[config.mk]
export PLATFORM = sky130hd
export DESIGN_NAME = lcdc_regs
export DESIGN_NICKNAME = d
export VERILOG_FILES = /design/src/rtl/lcdc_pkg.sv /design/src/rtl/lcdc_addr_decode.sv /design/src/rtl/lcdc_irq_ctrl.sv /design/src/rtl/lcdc_geom.sv /design/src/rtl/lcdc_regs.sv
export SDC_FILE = /design/constraint.sdc
export NUM_CORES = 1
export LEC_CHECK = 0
export ABC_AREA = 1
export BUFFER_PORTS_ARGS = -buffer_cell sky130_fd_sc_hd__buf_2
export CORE_ASPECT_RATIO = 1.1
export CORE_MARGIN = 5
export CORE_UTILIZATION = 30
export CTS_BUF_LIST = sky130_fd_sc_hd__clkbuf_4 sky130_fd_sc_hd__clkbuf_8 sky130_fd_sc_hd__clkbuf_16
export DETAILED_ROUTE_END_ITERATION = 10
export PLACE_DENSITY = 0.55
export SLEW_MARGIN = 25
export SYNTH_ARGS = -nofsm -noshare
export SYNTH_HDL_FRONTEND = slang
export SYNTH_HIERARCHICAL = 1
export SYNTH_SLANG_ARGS = --single-unit
[constraint.sdc]
create_clock -name clk_i -period 2.2 [get_ports clk_i]
set_input_delay 0.33 -clock clk_i [delete_from_list [all_inputs] [get_ports clk_i]]
set_output_delay 0.33 -clock clk_i [all_outputs]
set_load 0.05 [all_outputs]
[src/rtl/lcdc_pkg.sv]
package lcdc_pkg;

    localparam int DATA_W      = 32;
    localparam int WORD_W      = 10;
    localparam int PAL_IDX_W   = 7;
    localparam int PPL_FIELD_W = 6;
    localparam int LPP_FIELD_W = 10;
    localparam int LW_W        = PPL_FIELD_W + 5;
    localparam int LC_W        = LPP_FIELD_W + 1;
    localparam int N_TIM       = 4;
    localparam int TIM_IDX_W   = $clog2(N_TIM);

    // control word bit positions (decoded by the pixel pipeline)
    localparam int CB_EN    = 0;
    localparam int CB_DEPLO = 1;
    localparam int CB_BGR   = 8;
    localparam int CB_BEBY  = 9;
    localparam int CB_BEPX  = 10;
    localparam int CB_PWR   = 11;

    typedef enum logic [3:0] {
        TGT_NONE,
        TGT_TIM,
        TGT_UBASE,
        TGT_LBASE,
        TGT_MASK,
        TGT_CTRL,
        TGT_RAW,
        TGT_MIS,
        TGT_CLR,
        TGT_UCUR,
        TGT_LCUR,
        TGT_ID,
        TGT_PAL
    } tgt_e;

    function automatic logic [7:0] sig_byte(input logic [2:0] idx);
        logic [7:0] b;
        case (idx)
            3'd0:    b = 8'h10;
            3'd1:    b = 8'h11;
            3'd2:    b = 8'h04;
            3'd3:    b = 8'h00;
            3'd4:    b = 8'h0D;
            3'd5:    b = 8'hF0;
            3'd6:    b = 8'h05;
            default: b = 8'hB1;
        endcase
        return b;
    endfunction

endpackage

[src/rtl/lcdc_addr_decode.sv]
module lcdc_addr_decode
    import lcdc_pkg::*;
(
    input  logic              sel_i,
    input  logic              wr_i,
    input  logic              swap_i,
    input  logic [WORD_W-1:0] word_i,
    output tgt_e              tgt_o,
    output logic              bad_o
);

    logic ro;

    always_comb begin
        tgt_o = TGT_NONE;
        if (word_i[WORD_W-1:PAL_IDX_W] == 3'b001) begin
            tgt_o = TGT_PAL;
        end else if (&word_i[WORD_W-1:3]) begin
            tgt_o = TGT_ID;
        end else if (word_i[WORD_W-1:4] == '0) begin
            case (word_i[3:0])
                4'd0, 4'd1, 4'd2, 4'd3: tgt_o = TGT_TIM;
                4'd4:  tgt_o = TGT_UBASE;
                4'd5:  tgt_o = TGT_LBASE;
                4'd6:  tgt_o = swap_i ? TGT_CTRL : TGT_MASK;
                4'd7:  tgt_o = swap_i ? TGT_MASK : TGT_CTRL;
                4'd8:  tgt_o = TGT_RAW;
                4'd9:  tgt_o = TGT_MIS;
                4'd10: tgt_o = TGT_CLR;
                4'd11: tgt_o = TGT_UCUR;
                4'd12: tgt_o = TGT_LCUR;
                default: tgt_o = TGT_NONE;
            endcase
        end
    end

    always_comb begin
        ro = (tgt_o == TGT_RAW) || (tgt_o == TGT_MIS) || (tgt_o == TGT_UCUR)
          || (tgt_o == TGT_LCUR) || (tgt_o == TGT_ID);
        bad_o = sel_i && ((tgt_o == TGT_NONE)
                       || (wr_i && ro)
                       || (!wr_i && (tgt_o == TGT_CLR)));
    end

endmodule

[src/rtl/lcdc_irq_ctrl.sv]
module lcdc_irq_ctrl #(
    parameter int N_IRQ = 4
) (
    input  logic             clk_i,
    input  logic             rst_ni,
    input  logic [N_IRQ-1:0] evt_i,
    input  logic             mask_we_i,
    input  logic [N_IRQ-1:0] mask_wdata_i,
    input  logic             clr_we_i,
    input  logic [N_IRQ-1:0] clr_wdata_i,
    output logic [N_IRQ-1:0] raw_o,
    output logic [N_IRQ-1:0] mask_o,
    output logic             irq_o
);

    typedef struct packed {
        logic [N_IRQ-1:0] raw;
        logic [N_IRQ-1:0] mask;
        logic             irq;
    } irq_state_t;

    irq_state_t st_d, st_q;

    always_comb begin
        logic [N_IRQ-1:0] kill;
        st_d = st_q;
        kill = clr_we_i ? clr_wdata_i : '0;
        // an event in the same cycle as a clear keeps its bit set
        st_d.raw = (st_q.raw & ~kill) | evt_i;
        if (mask_we_i) begin
            st_d.mask = mask_wdata_i;
        end
        st_d.irq = |(st_q.raw & st_q.mask);
    end

    always_ff @(posedge clk_i) begin
        if (!rst_ni) begin
            st_q <= '0;
        end else begin
            st_q <= st_d;
        end
    end

    assign raw_o  = st_q.raw;
    assign mask_o = st_q.mask;
    assign irq_o  = st_q.irq;

endmodule

[src/rtl/lcdc_geom.sv]
module lcdc_geom
    import lcdc_pkg::*;
(
    input  logic [PPL_FIELD_W-1:0] ppl_field_i,
    input  logic [LPP_FIELD_W-1:0] lpp_field_i,
    input  logic                   en_i,
    input  logic                   pwr_i,
    output logic [LW_W-1:0]        line_width_o,
    output logic [LC_W-1:0]        line_count_o,
    output logic                   disp_en_o
);

    logic [LW_W-5:0] groups;

    always_comb begin
        groups       = {1'b0, ppl_field_i} + 1'b1;
        line_width_o = {groups, 4'b0000};
        line_count_o = {1'b0, lpp_field_i} + 1'b1;
        disp_en_o    = en_i && pwr_i;
    end

endmodule

[src/rtl/lcdc_regs.sv]
module lcdc_regs
    import lcdc_pkg::*;
#(
    parameter int N_IRQ = 4
) (
    input  logic                 clk_i,
    input  logic                 rst_ni,
    input  logic                 strap_swap_i,
    input  logic                 sel_i,
    input  logic                 wr_i,
    input  logic [WORD_W-1:0]    addr_i,
    input  logic [DATA_W-1:0]    wdata_i,
    output logic [DATA_W-1:0]    rdata_o,
    output logic                 rvalid_o,
    output logic                 err_o,
    input  logic [N_IRQ-1:0]     evt_i,
    output logic                 irq_o,
    output logic                 pal_sel_o,
    output logic                 pal_wr_o,
    output logic [PAL_IDX_W-1:0] pal_idx_o,
    output logic [DATA_W-1:0]    pal_wdata_o,
    input  logic [DATA_W-1:0]    pal_rdata_i,
    output logic [LW_W-1:0]      line_width_o,
    output logic [LC_W-1:0]      line_count_o,
    output logic [2:0]           depth_o,
    output logic                 bgr_o,
    output logic                 be_byte_o,
    output logic                 be_pixel_o,
    output logic                 disp_en_o,
    output logic [DATA_W-1:0]    upper_base_o,
    output logic [DATA_W-1:0]    lower_base_o
);

    typedef struct packed {
        logic [N_TIM-1:0][DATA_W-1:0] tim;
        logic [DATA_W-1:0]            ubase;
        logic [DATA_W-1:0]            lbase;
        logic [DATA_W-1:0]            ctrl;
        logic [DATA_W-1:0]            rdata;
        logic                         rvalid;
        logic                         err;
    } reg_state_t;

    reg_state_t s_d, s_q;

    tgt_e             tgt;
    logic             bad;
    logic             ok_wr;
    logic             ok_rd;
    logic [N_IRQ-1:0] raw_w;
    logic [N_IRQ-1:0] mask_w;
    logic [DATA_W-1:0] rd_mux;
    logic [TIM_IDX_W-1:0] tim_idx;

    lcdc_addr_decode u_dec (
        .sel_i  (sel_i),
        .wr_i   (wr_i),
        .swap_i (strap_swap_i),
        .word_i (addr_i),
        .tgt_o  (tgt),
        .bad_o  (bad)
    );

    assign ok_wr   = sel_i && wr_i && !bad;
    assign ok_rd   = sel_i && !wr_i && !bad;
    assign tim_idx = addr_i[TIM_IDX_W-1:0];

    lcdc_irq_ctrl #(.N_IRQ(N_IRQ)) u_irq (
        .clk_i        (clk_i),
        .rst_ni       (rst_ni),
        .evt_i        (evt_i),
        .mask_we_i    (ok_wr && (tgt == TGT_MASK)),
        .mask_wdata_i (wdata_i[N_IRQ-1:0]),
        .clr_we_i     (ok_wr && (tgt == TGT_CLR)),
        .clr_wdata_i  (wdata_i[N_IRQ-1:0]),
        .raw_o        (raw_w),
        .mask_o       (mask_w),
        .irq_o        (irq_o)
    );

    // read multiplexer
    always_comb begin
        rd_mux = '0;
        case (tgt)
            TGT_TIM:   rd_mux = s_q.tim[tim_idx];
            TGT_UBASE,
            TGT_UCUR:  rd_mux = s_q.ubase;
            TGT_LBASE,
            TGT_LCUR:  rd_mux = s_q.lbase;
            TGT_CTRL:  rd_mux = s_q.ctrl;
            TGT_MASK:  rd_mux = {{(DATA_W-N_IRQ){1'b0}}, mask_w};
            TGT_RAW:   rd_mux = {{(DATA_W-N_IRQ){1'b0}}, raw_w};
            TGT_MIS:   rd_mux = {{(DATA_W-N_IRQ){1'b0}}, raw_w & mask_w};
            TGT_ID:    rd_mux = {{(DATA_W-8){1'b0}}, sig_byte(addr_i[2:0])};
            TGT_PAL:   rd_mux = pal_rdata_i;
            default:   rd_mux = '0;
        endcase
    end

    // next-state computation
    always_comb begin
        s_d        = s_q;
        s_d.rvalid = sel_i && !wr_i;
        s_d.err    = bad;
        if (sel_i && !wr_i) begin
            s_d.rdata = ok_rd ? rd_mux : '0;
        end
        if (ok_wr) begin
            case (tgt)
                TGT_TIM:   s_d.tim[tim_idx] = wdata_i;
                TGT_UBASE: s_d.ubase = wdata_i;
                TGT_LBASE: s_d.lbase = wdata_i;
                TGT_CTRL:  s_d.ctrl  = wdata_i;
                default:   ;
            endcase
        end
    end

    always_ff @(posedge clk_i) begin
        if (!rst_ni) begin
            s_q <= '0;
        end else begin
            s_q <= s_d;
        end
    end

    // palette pass-through
    assign pal_sel_o   = sel_i && (tgt == TGT_PAL);
    assign pal_wr_o    = wr_i;
    assign pal_idx_o   = addr_i[PAL_IDX_W-1:0];
    assign pal_wdata_o = wdata_i;

    lcdc_geom u_geom (
        .ppl_field_i  (s_q.tim[0][PPL_FIELD_W+1:2]),
        .lpp_field_i  (s_q.tim[1][LPP_FIELD_W-1:0]),
        .en_i         (s_q.ctrl[CB_EN]),
        .pwr_i        (s_q.ctrl[CB_PWR]),
        .line_width_o (line_width_o),
        .line_count_o (line_count_o),
        .disp_en_o    (disp_en_o)
    );

    assign depth_o      = s_q.ctrl[CB_DEPLO+2:CB_DEPLO];
    assign bgr_o        = s_q.ctrl[CB_BGR];
    assign be_byte_o    = s_q.ctrl[CB_BEBY];
    assign be_pixel_o   = s_q.ctrl[CB_BEPX];
    assign upper_base_o = s_q.ubase;
    assign lower_base_o = s_q.lbase;
    assign rdata_o      = s_q.rdata;
    assign rvalid_o     = s_q.rvalid;
    assign err_o        = s_q.err;

endmodule

Word-level counts from Yosys, hierarchy flattened
Cells that the tools add are included.

Flip-flop bits (word level): 267. Bits of input ports: 83. Output and inout bits: 169. Logic and storage cells: 100.

Add/subtract/negate cells: 2. $lt $le $gt $ge: 2. Equality and inequality tests: 31. Muxes and demuxes: 15. Bitwise logic cells: 4. Reduce and logical (&&, ||, !) cells: 33.

Operators by type and width (count): $pmux 32 s9 (1); $bwmux 128 (1); $mux 32 (3); $bmux 32 s2 (1); $demux 32 s2 (1); $pmux 8 s7 (1); $eq 4x4->1 const B (10); $pmux 4 s10 (1); $eq 4x3->1 const B (8); $eq 4x2->1 const B (4); $mux 4 (4); $logic_and 1x1->1 (12); $add 10x1->11 const B (1); $eq 3x3->1 const B (3); $and 4x4->4 (2); $eq 4x1->1 const B (2); $logic_not 4->1 (2); $reduce_and 2->1 (4); $reduce_or 4->1 (2); $add 6x1->7 const B (1); $reduce_and 7->1 (1); $eq 3x1->1 const B (2); $eq 3x2->1 const B (2); $logic_not 6->1 (1); 9 further kinds (17).

Depth between registers and ports, before layout
Gate-level depths: netlist of the first run.

Word-level depth: 22. Gate-level depth with buffers: 18. Gate-level depth less buffers: 17.

Cells and area by module
The synthesis of the first run kept the hierarchy.

By module, submodules not included: lcdc_regs (times used 1, cells each 1781, area each 12144.1 µm², seq. area each 5165.0 µm²); lcdc_geom (times used 1, cells each 59, area each 349.1 µm², seq. area each 0.0 µm²); lcdc_irq_ctrl (times used 1, cells each 43, area each 317.8 µm², seq. area each 180.2 µm²); lcdc_addr_decode (times used 1, cells each 59, area each 265.3 µm², seq. area each 0.0 µm²).

Worst setup path before layout of the first run
OpenSTA, ideal clock, no wires.

Path type: input port to output port. Start: input addr_i[9]. End: output pal_sel_o. Arrival: 2.155 ns. Required time: 1.870 ns. Path slack: -0.285 ns. Stages: 7. Path buffers: 0. Path through: nor2_2 inv_2 nor2_2 nand3_1 nand2_1 nand2_1 nor3_1.

Word-level cells in the longest chain between the ends: 6. Elaborated cells between the ends (all ways): 8. Classes of those cells: eq/ne (2); mux (3); reduce/logical (3).

Ends and longest elaborated chain: start, declared (line lcdc_regs.sv:11) `input logic [WORD_W-1:0] addr_i,`; $logic_not 6->1 (line lcdc_addr_decode.sv:20) `end else if (word_i[WORD_W-1:4] == '0) begin`; $mux 4 (line lcdc_addr_decode.sv:20); $mux 4 (line lcdc_addr_decode.sv:18) `end else if (&word_i[WORD_W-1:3]) begin`; $mux 4 * (line lcdc_addr_decode.sv:16) `if (word_i[WORD_W-1:PAL_IDX_W] == 3'b001) begin`; net tgt[2] (line lcdc_regs.sv:46) `tgt_e tgt;`; $eq 4x4->1 * (line lcdc_regs.sv:128) `assign pal_sel_o = sel_i && (tgt == TGT_PAL);`; $logic_and 1x1->1 * (line lcdc_regs.sv:128); end, declared (line lcdc_regs.sv:18) `output logic pal_sel_o,`.

Mark *: on every way through the listed nets, which the timed path passes. The rest lies on a longest branch.

Worst setup path after layout of the first run
Start: register s_q[133] (netlist name). End: output line_width_o[10].

Word-level cells in the longest chain between the ends: 1.

Ends and longest elaborated chain: start, declared (line lcdc_regs.sv:44) `reg_state_t s_d, s_q;`; start signal, assigned (line lcdc_regs.sv:121) `s_q <= '0;`; start signal, assigned (line lcdc_regs.sv:123) `s_q <= s_d;`; $add 6x1->7 (line lcdc_geom.sv:16) `groups = {1'b0, ppl_field_i} + 1'b1;`; end, declared (line lcdc_regs.sv:23) `output logic [LW_W-1:0] line_width_o,`.

No other way between the ends.

==> summary.txt, run 1 <==
Run status
  • Outcome: completed

Logic synthesis
  • Post-synth top cells: nand2_1, nor2_1, dfxtp_1
  • Distinct cell type count after synthesis: 29
  • Syn Std Cell Area: 13100 µm²
  • Ys flop type: dfxtp_1
  • Sequential fraction of the synthesis area: 0.409
  • Synth area leader: dfxtp_1
  • Yosys top cell area share: 0.409
  • Synth Instances: 1942
  • Synth Area per Inst: 6.73 µm²
  • Area contributors post-synth: dfxtp_1, nand2_1, a21oi_1
  • Post-synth EDFFs: 0
  • Async S/R FF share, synth: 0
  • Yosys warning count: 6
  • Most frequent cell after synthesis: nand2_1
  • Yosys reg bits: 267

Route
  • Initial drt markers: 886
  • DR vias/cell: 4.67
  • Via count: 12400
  • Wire length on met1: 18900 µm
  • Post-route ant nets: 0
  • Routed wl met3: 1860 µm
  • Avg WL per Cell: 16.9 µm
  • DRC errors left: 0
  • DRT Pass-1 Iters: 6
  • Met2 wire len: 23300 µm
  • Highest metal used: met4
  • WL final: 44900 µm

Floorplan
  • Die W: 209 µm
  • Die H: 229 µm
  • DIE AREA: 47900 µm²
  • Core footprint: 43200 µm²
  • Rows: 80
  • # IOs: 252
  • Initial core utilization: 0.302

Global route
  • First-pass GRT wire length: 68800 µm
  • GRT Overall Usage: 0.178
  • Total grt overflow: 0
  • Pin count of the biggest net entering global routing: 96
  • Vias in the first global route: 12000
  • Initial antenna violation count: 1

Placed design
  • Post-Place Cell Area: 14600 µm²
  • Port Buffers: 247
  • Pre-CTS WS: -0.582 ns
  • Gpl congestion: 0.840
  • HPWL after DPL: 31500 µm

Pwr
  • Max VDD drop: 0.552 mV
  • Comb power frac: 0.072
  • Leak Pwr: 7.07 nW
  • Clock Power Share: 0.485
  • Seq pwr share: 0.443
  • Switching Power: 2.66 mW
  • Sw frac: 0.243
  • P_int: 8.31 mW
  • Pwr/cell area: 694 nW/µm²

Worst setup path
  • CP max FO: 4
  • Worst path cell trace: ha_1, nand3_1, nor3b_1, buf_4
  • CP Capture Type: output pin
  • Crit path DAT: 1.74 ns
  • Cells on worst reg2reg path: 8
  • CP max-delay cell: dfxtp_1
  • Critical path type: reg2out
  • Worst Path Required: 1.87 ns
  • Crit path launch type: flop
  • Max stage delay on crit path: 0.39 ns

Timing
  • Final Max Slew Viols: 0
  • Clock skew: 0.00930 ns
  • Slew @ Worst Pin: 1.04 ns
  • Max_slew headroom: 0.307
  • Unrepaired setup endpoints after global routing: false
  • Total Neg Setup Slack: 0 ns
  • Period minus WS final: 2.07 ns
  • Final-report hold violation count: 0
  • Fmax: 0.483 GHz
  • Final period util: 0.940
  • Final critical-path setup slack: 0.131 ns
  • Final-report setup violation count: 0

Clocking
  • CTS tree: done
  • Cts bufs inserted: 30
  • Root buf cell: clkbuf_16
  • Clock Sinks: 267
  • Clock Latency Late Sink: 0.57 ns
  • Clock transition at path regs: 0.07 ns
  • CTS Buffer Depth: 3
  • H-tree depth: 1

Layout
  • Antenna cells: 0
  • Final Cell Area: 15800 µm²
  • Final core occ: 0.365
  • Area grow syn2layout: 20.9%
  • Fin nets: 2148
  • Share of cells above drive strength 1: 0.209

Hold path
  • Hold crit path type: in2reg
  • Hold path depth: 3

Flow run
  • Max Cap Viol: 0
==> timing repair <==
item	CTS	global route
endpoints found under the hold margin	4	0
pin swaps	1	4
setup buffers	0	1
gates resized for setup	8	24
hold buffers	4	0
endpoints found under the setup margin	5	140
==> power groups by stage <==
| stage | logic, mW | registers, mW | clock network [mW] |
|---|---|---|---|
| 6_report | 0.795 | 4.86 | 5.32 |
| 5_1_grt | 0.852 | 4.86 | 5.64 |
| 4_1_cts | 0.790 | 4.86 | 5.45 |
| 3_5_place_dp | 0.783 | 4.97 | 0 |
| 3_3_place_gp | 0.778 | 4.97 | 0 |
| 2_1_floorplan | 0.460 | 4.97 | 0 |
==> path summary, 6_finish.rpt <==
check | start | endpoint | slack (ns)
setup / recovery | s_q[133] | line_width_o[10] | 0.13
hold / removal | wdata_i[14] | upper_base_o[14] | 0.10
setup reg to reg | s_q[162] | rdata_o[0] | 0.90
hold reg to reg | s_q[145] | s_q[145] | 0.44
==> logic make-up (layout without fill, tap and decap cells) <==
| kind of cell | count (synthesis) | in the layout | synth area share |
|---|---|---|---|
| buf+inv | 427 | 568 | 0.166 |
| fa+ha+maj | 2 | 2 | 0.00191 |
| simple gates | 753 | 753 | 0.231 |
| xor+xnor | 9 | 9 | 0.00603 |
| other cells | 1 | 4 | 0.000287 |
| flops | 267 | 267 | 0.409 |
| compound gates | 483 | 483 | 0.185 |
==> sequential cells by signal (all words and copies together), names as in the netlist <==
| name | flops |
|---|---|
| u_irq/irq_o | 1 |
| rvalid_o | 1 |
| u_irq/raw_o | 4 |
| depth_o | 3 |
| bgr_o | 1 |
| rdata_o | 32 |
| s_q | 154 |
| err_o | 1 |
| upper_base_o | 32 |
| be_pixel_o | 1 |
| u_irq/mask_o | 4 |
| lower_base_o | 32 |
| be_byte_o | 1 |
==> final cells by class <==
class	instances	area (µm²)
fillers	4616	27400
multi-input cells	1251	5660
repair buffers	333	2330
clock inverters	10	128
clock buffers	45	931
flip-flops and latches	267	5350
inverters	180	676
well taps	574	718
==> critical path, delay by kind of cell, from the launching register on <==
family	cells	cell delay, ns
flops	1	0.39
simple gates	2	0.33
buf+inv	1	0.23
fa+ha+maj	1	0.21
==> cell usage in the layout, fill, tap and decap left out, drive strengths merged <==
master       netlist  final
nand2            370    370
buf              169    327
nor2             310    310
dfxtp            267    267
a21oi            252    252
o21ai            231    231
inv              178    179
nand3             61     61
clkbuf            78     47
xor2               8      8
clkinv             2      7
nor3               6      6
dlygate4sd3        0      4
conb               1      4
nand4              3      3
bufinv             0      3
nand3b             2      2
ha                 2      2
clkinvlp           0      1
nor3b              1      1
xnor2              1      1
==> routing by layer <==
| layer | GRT usage | up-vias |
|---|---|---|
| met5 | 0 | - |
| met4 | 0.0457 | 0 |
| met3 | 0.0194 | 53 |
| met2 | 0.325 | 293 |
| met1 | 0.224 | 5817 |
| li1 | - | 6262 |
==> through the flow <==
step | power (mW) | std cells | hold slack, ns
after floorplan | 5.43 | 1945 | 0.424
after global placement | 5.74 | 2601 | 0.430
after CTS | 11.1 | 2660 | 0.0674
after detailed placement | 5.75 | 2601 | 0.434
after global routing | 11.3 | 2660 | 0.102
final | 11.0 | 2660 | 0.102
No activity file was read; power rests on OpenSTA's default activity.
==> run 2: changes to the inputs <==
- BUFFER_PORTS_ARGS: -buffer_cell sky130_fd_sc_hd__buf_2 -> -buffer_cell sky130_fd_sc_hd__clkbuf_2
- CTS_CLUSTER_DIAMETER: default -> 40
- SETUP_SLACK_MARGIN: default -> 0.05
==> run 2 against run 1 <==
  * Clock-buffer cell count is 9 higher
  * Critical path type is now in2out
  * Via count is 1.2% higher
  * First-iteration DRC count is 1.8% higher
==> summary.txt, run 2 (synthesized netlist as in run 1, its figures left out) <==
Clocking
  • Clock Latency Late Sink: 0.56 ns (about the same)
  • CTS Buffer Depth: 3 (unchanged)
  • Clock transition at path regs: 0.05 ns (-0.02 ns)
  • Root buf cell: clkbuf_16
  • H-tree depth: 2 (+1)
  • Post-CTS repair timing setup buffer count: 0 (unchanged)
  • CTS tree: done
  • Clock Sinks: 267 (unchanged)
  • Cts bufs inserted: 42 (+40%)

Layout
  • Final Cell Area: 16400 µm² (+3.8%)
  • Largest Register: s_q
  • Commonest non-fill, non-tap cell in the layout: nand2_1
  • Area grow syn2layout: 25.4%
  • Most frequent cells in the layout: nand2_1, nor2_1, dfxtp_1
  • Share of cells above drive strength 1: 0.220 (+0.0113)
  • Final Non-Filler Cells: 2689 (+1.1%)
  • Fin nets: 2166 (+0.84%)
  • Number of flip-flops in the largest register: 154 (unchanged)
  • Antenna cells: 0 (unchanged)

Global route
  • Total grt overflow: 0 (unchanged)
  • Grt met1 use: 0.227 (+0.00239)
  • Vias in the first global route: 12100 (+0.81%)
  • First-pass GRT wire length: 68700 µm (-0.12%)
  • Global routing usage on met3: 0.0312 (+0.0118)
  • Initial antenna violation count: 0 (-1)
  • GRT Overall Usage: 0.179 (+0.000878)
  • Pin count of the biggest net entering global routing: 83 (-14%)
  • GRT met2 Usage: 0.310 (-0.0148)
  • Gr busiest metal: met2

Route
  • DRC errors left: 0 (unchanged)
  • DR vias/cell: 4.67 (about the same)
  • Post-route ant nets: 0 (unchanged)
  • WL final: 45000 µm (+0.13%)
  • Via count: 12600 (+1.2%)
  • DRT Pass-1 Iters: 5 (-1)
  • Avg WL per Cell: 16.7 µm (-0.95%)
  • Initial drt markers: 902 (+1.8%)

Worst setup path
  • CP max FO: 6 (+2)
  • Critical path buffers and inverters: 4 (+3)
  • CP max-delay cell: nor3_4
  • Worst path cell trace: clkbuf_2, nor2_1, nand2_1, nor2_4, nand3_2, nand2_2, buf_4, nand2_2, buf_4, nor3_4, buf_12
  • Cell family with most CP delay: simple AND/OR/NAND/NOR gates
  • Critical path type: in2out
  • CP Capture Type: output pin
  • Crit path launch type: primary input
  • Crit path DAT: 1.75 ns (about the same)
  • Max stage delay on crit path: 0.19 ns (-0.20 ns)
  • Worst Path Required: 1.87 ns (about the same)

Floorplan
  • Die W: 209 µm (unchanged)
  • Core footprint: 43200 µm² (unchanged)
  • Rows: 80 (unchanged)
  • Die H: 229 µm (unchanged)
  • Initial core utilization: 0.302 (unchanged)
  • DIE AREA: 47900 µm² (unchanged)
  • # IOs: 252 (unchanged)

Timing
  • Slew @ Worst Pin: 0.655 ns (-0.382 ns)
  • WHS: 0.130 ns (+0.0280 ns)
  • Final-report setup violation count: 0 (unchanged)
  • Final critical-path setup slack: 0.122 ns (-0.00941 ns)
  • Fmax: 0.481 GHz (-0.45%)
  • Final Max Slew Viols: 0 (unchanged)
  • Max_slew headroom: 0.562 (+0.255)
  • Period minus WS final: 2.08 ns (+0.00941 ns)
  • Final period util: 0.945 (+0.00428)
  • Final-report hold violation count: 0 (unchanged)
  • Clock skew: 0.0229 ns (+0.0136 ns)
  • Unrepaired setup endpoints after global routing: true

Pwr
  • Leak Pwr: 7.27 nW (+2.8%)
  • Pwr/cell area: 785 nW/µm² (+13%)
  • Overall power: 12.9 mW (+17%)
  • Max VDD drop: 0.464 mV (-16%)

Placed design
  • Pre-CTS WS: -0.411 ns (+0.171 ns)
  • HPWL after DPL: 31700 µm (+0.70%)
  • Port Buffers: 247 (unchanged)
  • Cells after DPL: 2606 (+0.19%)
  • Gpl congestion: 0.858 (+2.1%)
  • Post-Place Cell Area: 14700 µm² (+0.48%)

Hold path
  • Hold crit path type: in2reg

Run status
  • Outcome: completed

Flow run
  • Max Cap Viol: 0 (unchanged)
==> run 2: changes by cell type in the layout (fill, tap and decap cells not counted), sizes merged <==
cell	previous run	this run
clkinvlp	1	2
inv	179	185
buf	327	93
clkbuf	47	295
nor2	310	311
clkinv	7	11
bufinv	3	6
==> run 2: final timing paths <==
path / slack, ns / start / endpoint / cells past startpoint
setup / recovery: 0.12 / addr_i[7] / pal_sel_o / 11
hold / removal: 0.13 / wdata_i[17] / lower_base_o[17] / 3
setup reg to reg: 0.86 / s_q[163] / rdata_o[1] / 8
hold reg to reg: 0.44 / s_q[218] / s_q[218] / 2
==> run 2: power by group <==
part           switching [mW]  internal, mW
combinational           0.599         0.205
sequential             0.0110          4.85
clock                    2.52          4.69
total                    3.13          9.74
==> run 2: area by class of cell <==
| type | count | area [µm²] |
|---|---|---|
| Clock inverter | 24 | 322 |
| Inverter | 180 | 676 |
| Fill cell | 4606 | 26800 |
| Timing Repair Buffer | 338 | 2410 |
| Multi-Input combinational cell | 1252 | 5700 |
| Sequential cell | 267 | 5360 |
| Clock buffer | 54 | 1220 |
| Tap cell | 574 | 718 |
==> run 2: per-stage QoR <==
step,util,setup TNS [ns]
2_1_floorplan,-,-0.964
3_3_place_gp,0.340,-59.35
3_5_place_dp,0.340,-56.25
4_1_cts,0.377,0
5_1_grt,0.379,-0.00459
6_report,0.379,0
==> run 2: worst reg2reg max path, cell delays in order (launching register included) <==
cell and delay, ns:
dfxtp_4 0.36, inv_1 0.09, nor2_1 0.06, nor2_1 0.11, nand2_1 0.09, a21oi_1 0.21, nand2_1 0.14, nand2_1 0.09
a21oi_1 0.06
==> run 2: layer usage <==
| layer | part of all wire | wire, µm | vias to the layer above |
|---|---|---|---|
| met5 | 0 | 0 | - |
| met3 | 0.055 | 2450 | 57 |
| met1 | 0.43 | 19100 | 5825 |
| li1 | - | - | 6312 |
| met4 | 0.026 | 1170 | 0 |
| met2 | 0.49 | 22200 | 377 |
==> run 2: timing repair <==
item / CTS / global route
setup endpoints to repair: 7 / 55
gates resized for setup: 13 / 26
hold buffers: 4 / 0
endpoints found under the hold margin: 4 / 0
pin swaps: 1 / 4
cloned: 0 / 1
==> run 3: changes to the inputs <==
- CORE_ASPECT_RATIO: 1.1 -> default
==> run 3 against run 2 <==
  * Maximum frequency about the same
  * Global-route usage increased by 1.2 points
  * Critical path depth increased by 2
  * Worst setup slack about the same
  * Routed wire length increased by 11%
  * Die area about the same
  * Sequential power about the same
  * Utilization increased by 0.99 points
  * Register-to-register slack improved by 0.06 ns
==> summary.txt, run 3 (synthesized netlist as in run 1, its figures left out) <==
Timing
  • Final Max Slew Viols: 0 (unchanged)
  • Fmax: 0.481 GHz (about the same)
  • Period minus WS final: 2.08 ns (+0.000229 ns)
  • Clock skew: 0.0268 ns (+0.00385 ns)
  • Final critical-path setup slack: 0.122 ns (-0.000229 ns)
  • Unrepaired setup endpoints after global routing: true
  • Slew @ Worst Pin: 0.844 ns (+0.189 ns)
  • Final-report hold violation count: 0 (unchanged)
  • Final-report setup violation count: 0 (unchanged)
  • Max_slew headroom: 0.437 (-0.126)
  • Final period util: 0.945 (about the same)

Route
  • WL final: 49900 µm (+11%)
  • Highest metal used: met5
  • Post-route ant nets: 0 (unchanged)
  • Wire length on met1: 21800 µm (+14%)
  • Initial drt markers: 857 (-5.0%)
  • Routed wl met3: 3440 µm (+40%)
  • Via count: 12900 (+2.6%)
  • DR vias/cell: 4.75 (+1.5%)
  • Avg WL per Cell: 18.4 µm (+9.8%)
  • Met2 wire len: 23500 µm (+5.7%)
  • DRC errors left: 0 (unchanged)
  • DRT Pass-1 Iters: 5 (unchanged)

Floorplan
  • Rows: 76 (-5.0%)
  • # IOs: 252 (unchanged)
  • Core footprint: 43100 µm² (-0.38%)
  • Die W: 219 µm (+4.6%)
  • DIE AREA: 47900 µm² (about the same)
  • Die H: 219 µm (-4.5%)
  • Initial core utilization: 0.304 (+0.00116)

Global route
  • Total grt overflow: 0 (unchanged)
  • First-pass GRT wire length: 71100 µm (+3.5%)
  • GRT Overall Usage: 0.192 (+0.0123)
  • Pin count of the biggest net entering global routing: 94 (+13%)
  • Vias in the first global route: 12100 (+0.56%)
  • Initial antenna violation count: 1 (+1)

Placed design
  • Cells after DPL: 2615 (+0.35%)
  • Gpl congestion: 0.880 (+2.6%)
  • Post-Place Cell Area: 14700 µm² (about the same)
  • Pre-CTS WS: -0.519 ns (-0.108 ns)
  • HPWL after DPL: 32800 µm (+3.3%)
  • Port Buffers: 247 (unchanged)

Layout
  • Final Non-Filler Cells: 2718 (+1.1%)
  • Number of flip-flops in the largest register: 154 (unchanged)
  • Fill cell count: 4484 (-2.6%)
  • Share of cells above drive strength 1: 0.235 (+0.0142)
  • Area grow syn2layout: 28.2%
  • Commonest non-fill, non-tap cell in the layout: nand2_1
  • Final Cell Area: 16800 µm² (+2.2%)
  • Fin nets: 2181 (+0.69%)
  • Largest Register: s_q
  • Most frequent cells in the layout: nand2_1, nor2_1, dfxtp_1

Worst setup path
  • CP Capture Type: output pin
  • FF-to-FF Start: s_q[168]
  • CP max-delay cell: nor3_4
  • Worst Path Required: 1.87 ns (about the same)
  • Max stage delay on crit path: 0.20 ns (about the same)
  • CP max FO: 7 (+1)
  • Crit path DAT: 1.75 ns (about the same)
  • Critical path type: in2out
  • Worst Setup SP: addr_i[2]
  • Crit path launch type: primary input
  • Worst path cell trace: buf_2, nand2_2, clkinv_1, nand2_1, nand2_1, nor2_4, nor2_4, inv_1, inv_2, nand2_4, buf_4, nor3_4, buf_12

Clocking
  • Clock transition at path regs: 0.05 ns (about the same)
  • Cts bufs inserted: 46 (+9.5%)
  • Clock Latency Late Sink: 0.56 ns (about the same)
  • Clock Sinks: 267 (unchanged)
  • CTS Buffer Depth: 3 (unchanged)
  • Root buf cell: clkbuf_16
  • CTS tree: done
  • H-tree depth: 2 (unchanged)

Pwr
  • Leak Pwr: 7.39 nW (+1.6%)
  • Overall power: 13.0 mW (+1.3%)
  • Pwr/cell area: 778 nW/µm² (-0.89%)
  • Max VDD drop: 0.511 mV (+10%)

Hold path
  • Hold crit path type: in2reg
  • Hold_sp: wdata_i[12]

Run status
  • Outcome: completed

Flow run
  • Max Cap Viol: 0 (unchanged)
-- run 3: cell types whose count changed in the layout (fill, tap and decap cells not counted), moves of 4 or more --
cell,previous run,this run
buf_6,0,7
clkbuf_16,45,53
clkinvlp_4,2,8
dfxtp_2,3,8
nand2_1,364,356
nand2_2,6,13
nor2_1,292,288
nor2_4,11,16
o21ai_0,216,201
o21ai_1,15,30
-- run 3: worst paths after layout --
check / cells after the start / endpoint / slack, ns
worst max register to register: 8 / rdata_o[6] / 0.92
worst max-delay path: 13 / pal_sel_o / 0.12
worst min-delay path: 3 / s_q[46] / 0.13
worst min register to register: 2 / s_q[216] / 0.44
-- run 3: power breakdown --
group          switching [mW]  total (mW)  internal, mW
registers              0.0103        4.87          4.86
clock network            2.56        7.34          4.79
logic                   0.611       0.829         0.217
total                    3.18        13.0          9.86
-- run 3: per-layer routing --
layer | up-vias | GRT usage
met5 | - | 0
met4 | 2 | 0.0607
met3 | 82 | 0.0399
met2 | 438 | 0.315
met1 | 6012 | 0.253
li1 | 6368 | -
-- run 3: layout make-up --
type	instances	area [µm²]	area share
diodes	1	2.50	0.000149
inverters	180	678	0.0404
repair buffers	349	2620	0.156
multi-input cells	1252	5780	0.345
clock buffers	58	1300	0.0777
well taps	585	732	0.0437
flip-flops and latches	267	5360	0.319
clock inverters	26	302	0.0180
-- run 3: worst max-delay path: cells and delay by family --
kind                   cells  cell delay, ns
and+or+nand+nor            7            0.68
buffers and inverters      6            0.72
-- run 3: what timing repair did --
action / CTS / global route
cloned: 0 / 7
resized for setup: 11 / 70
hold buffers: 4 / 0
buffers inserted: 0 / 6
pin swaps: 0 / 13
endpoints found under the setup margin: 6 / 254
endpoints found under the hold margin: 4 / 0
-- run 3: stage by stage --
| step | utilization | setup TNS [ns] | hold WS, ns |
|---|---|---|---|
| after detailed placement | 0.341 | -106.04 | 0.435 |
| final | 0.389 | 0 | 0.129 |
| after floorplan | - | -0.964 | 0.424 |
| after CTS | 0.380 | 0 | 0.0959 |
| after global placement | 0.341 | -96.03 | 0.431 |
| after global routing | 0.389 | 0 | 0.139 |
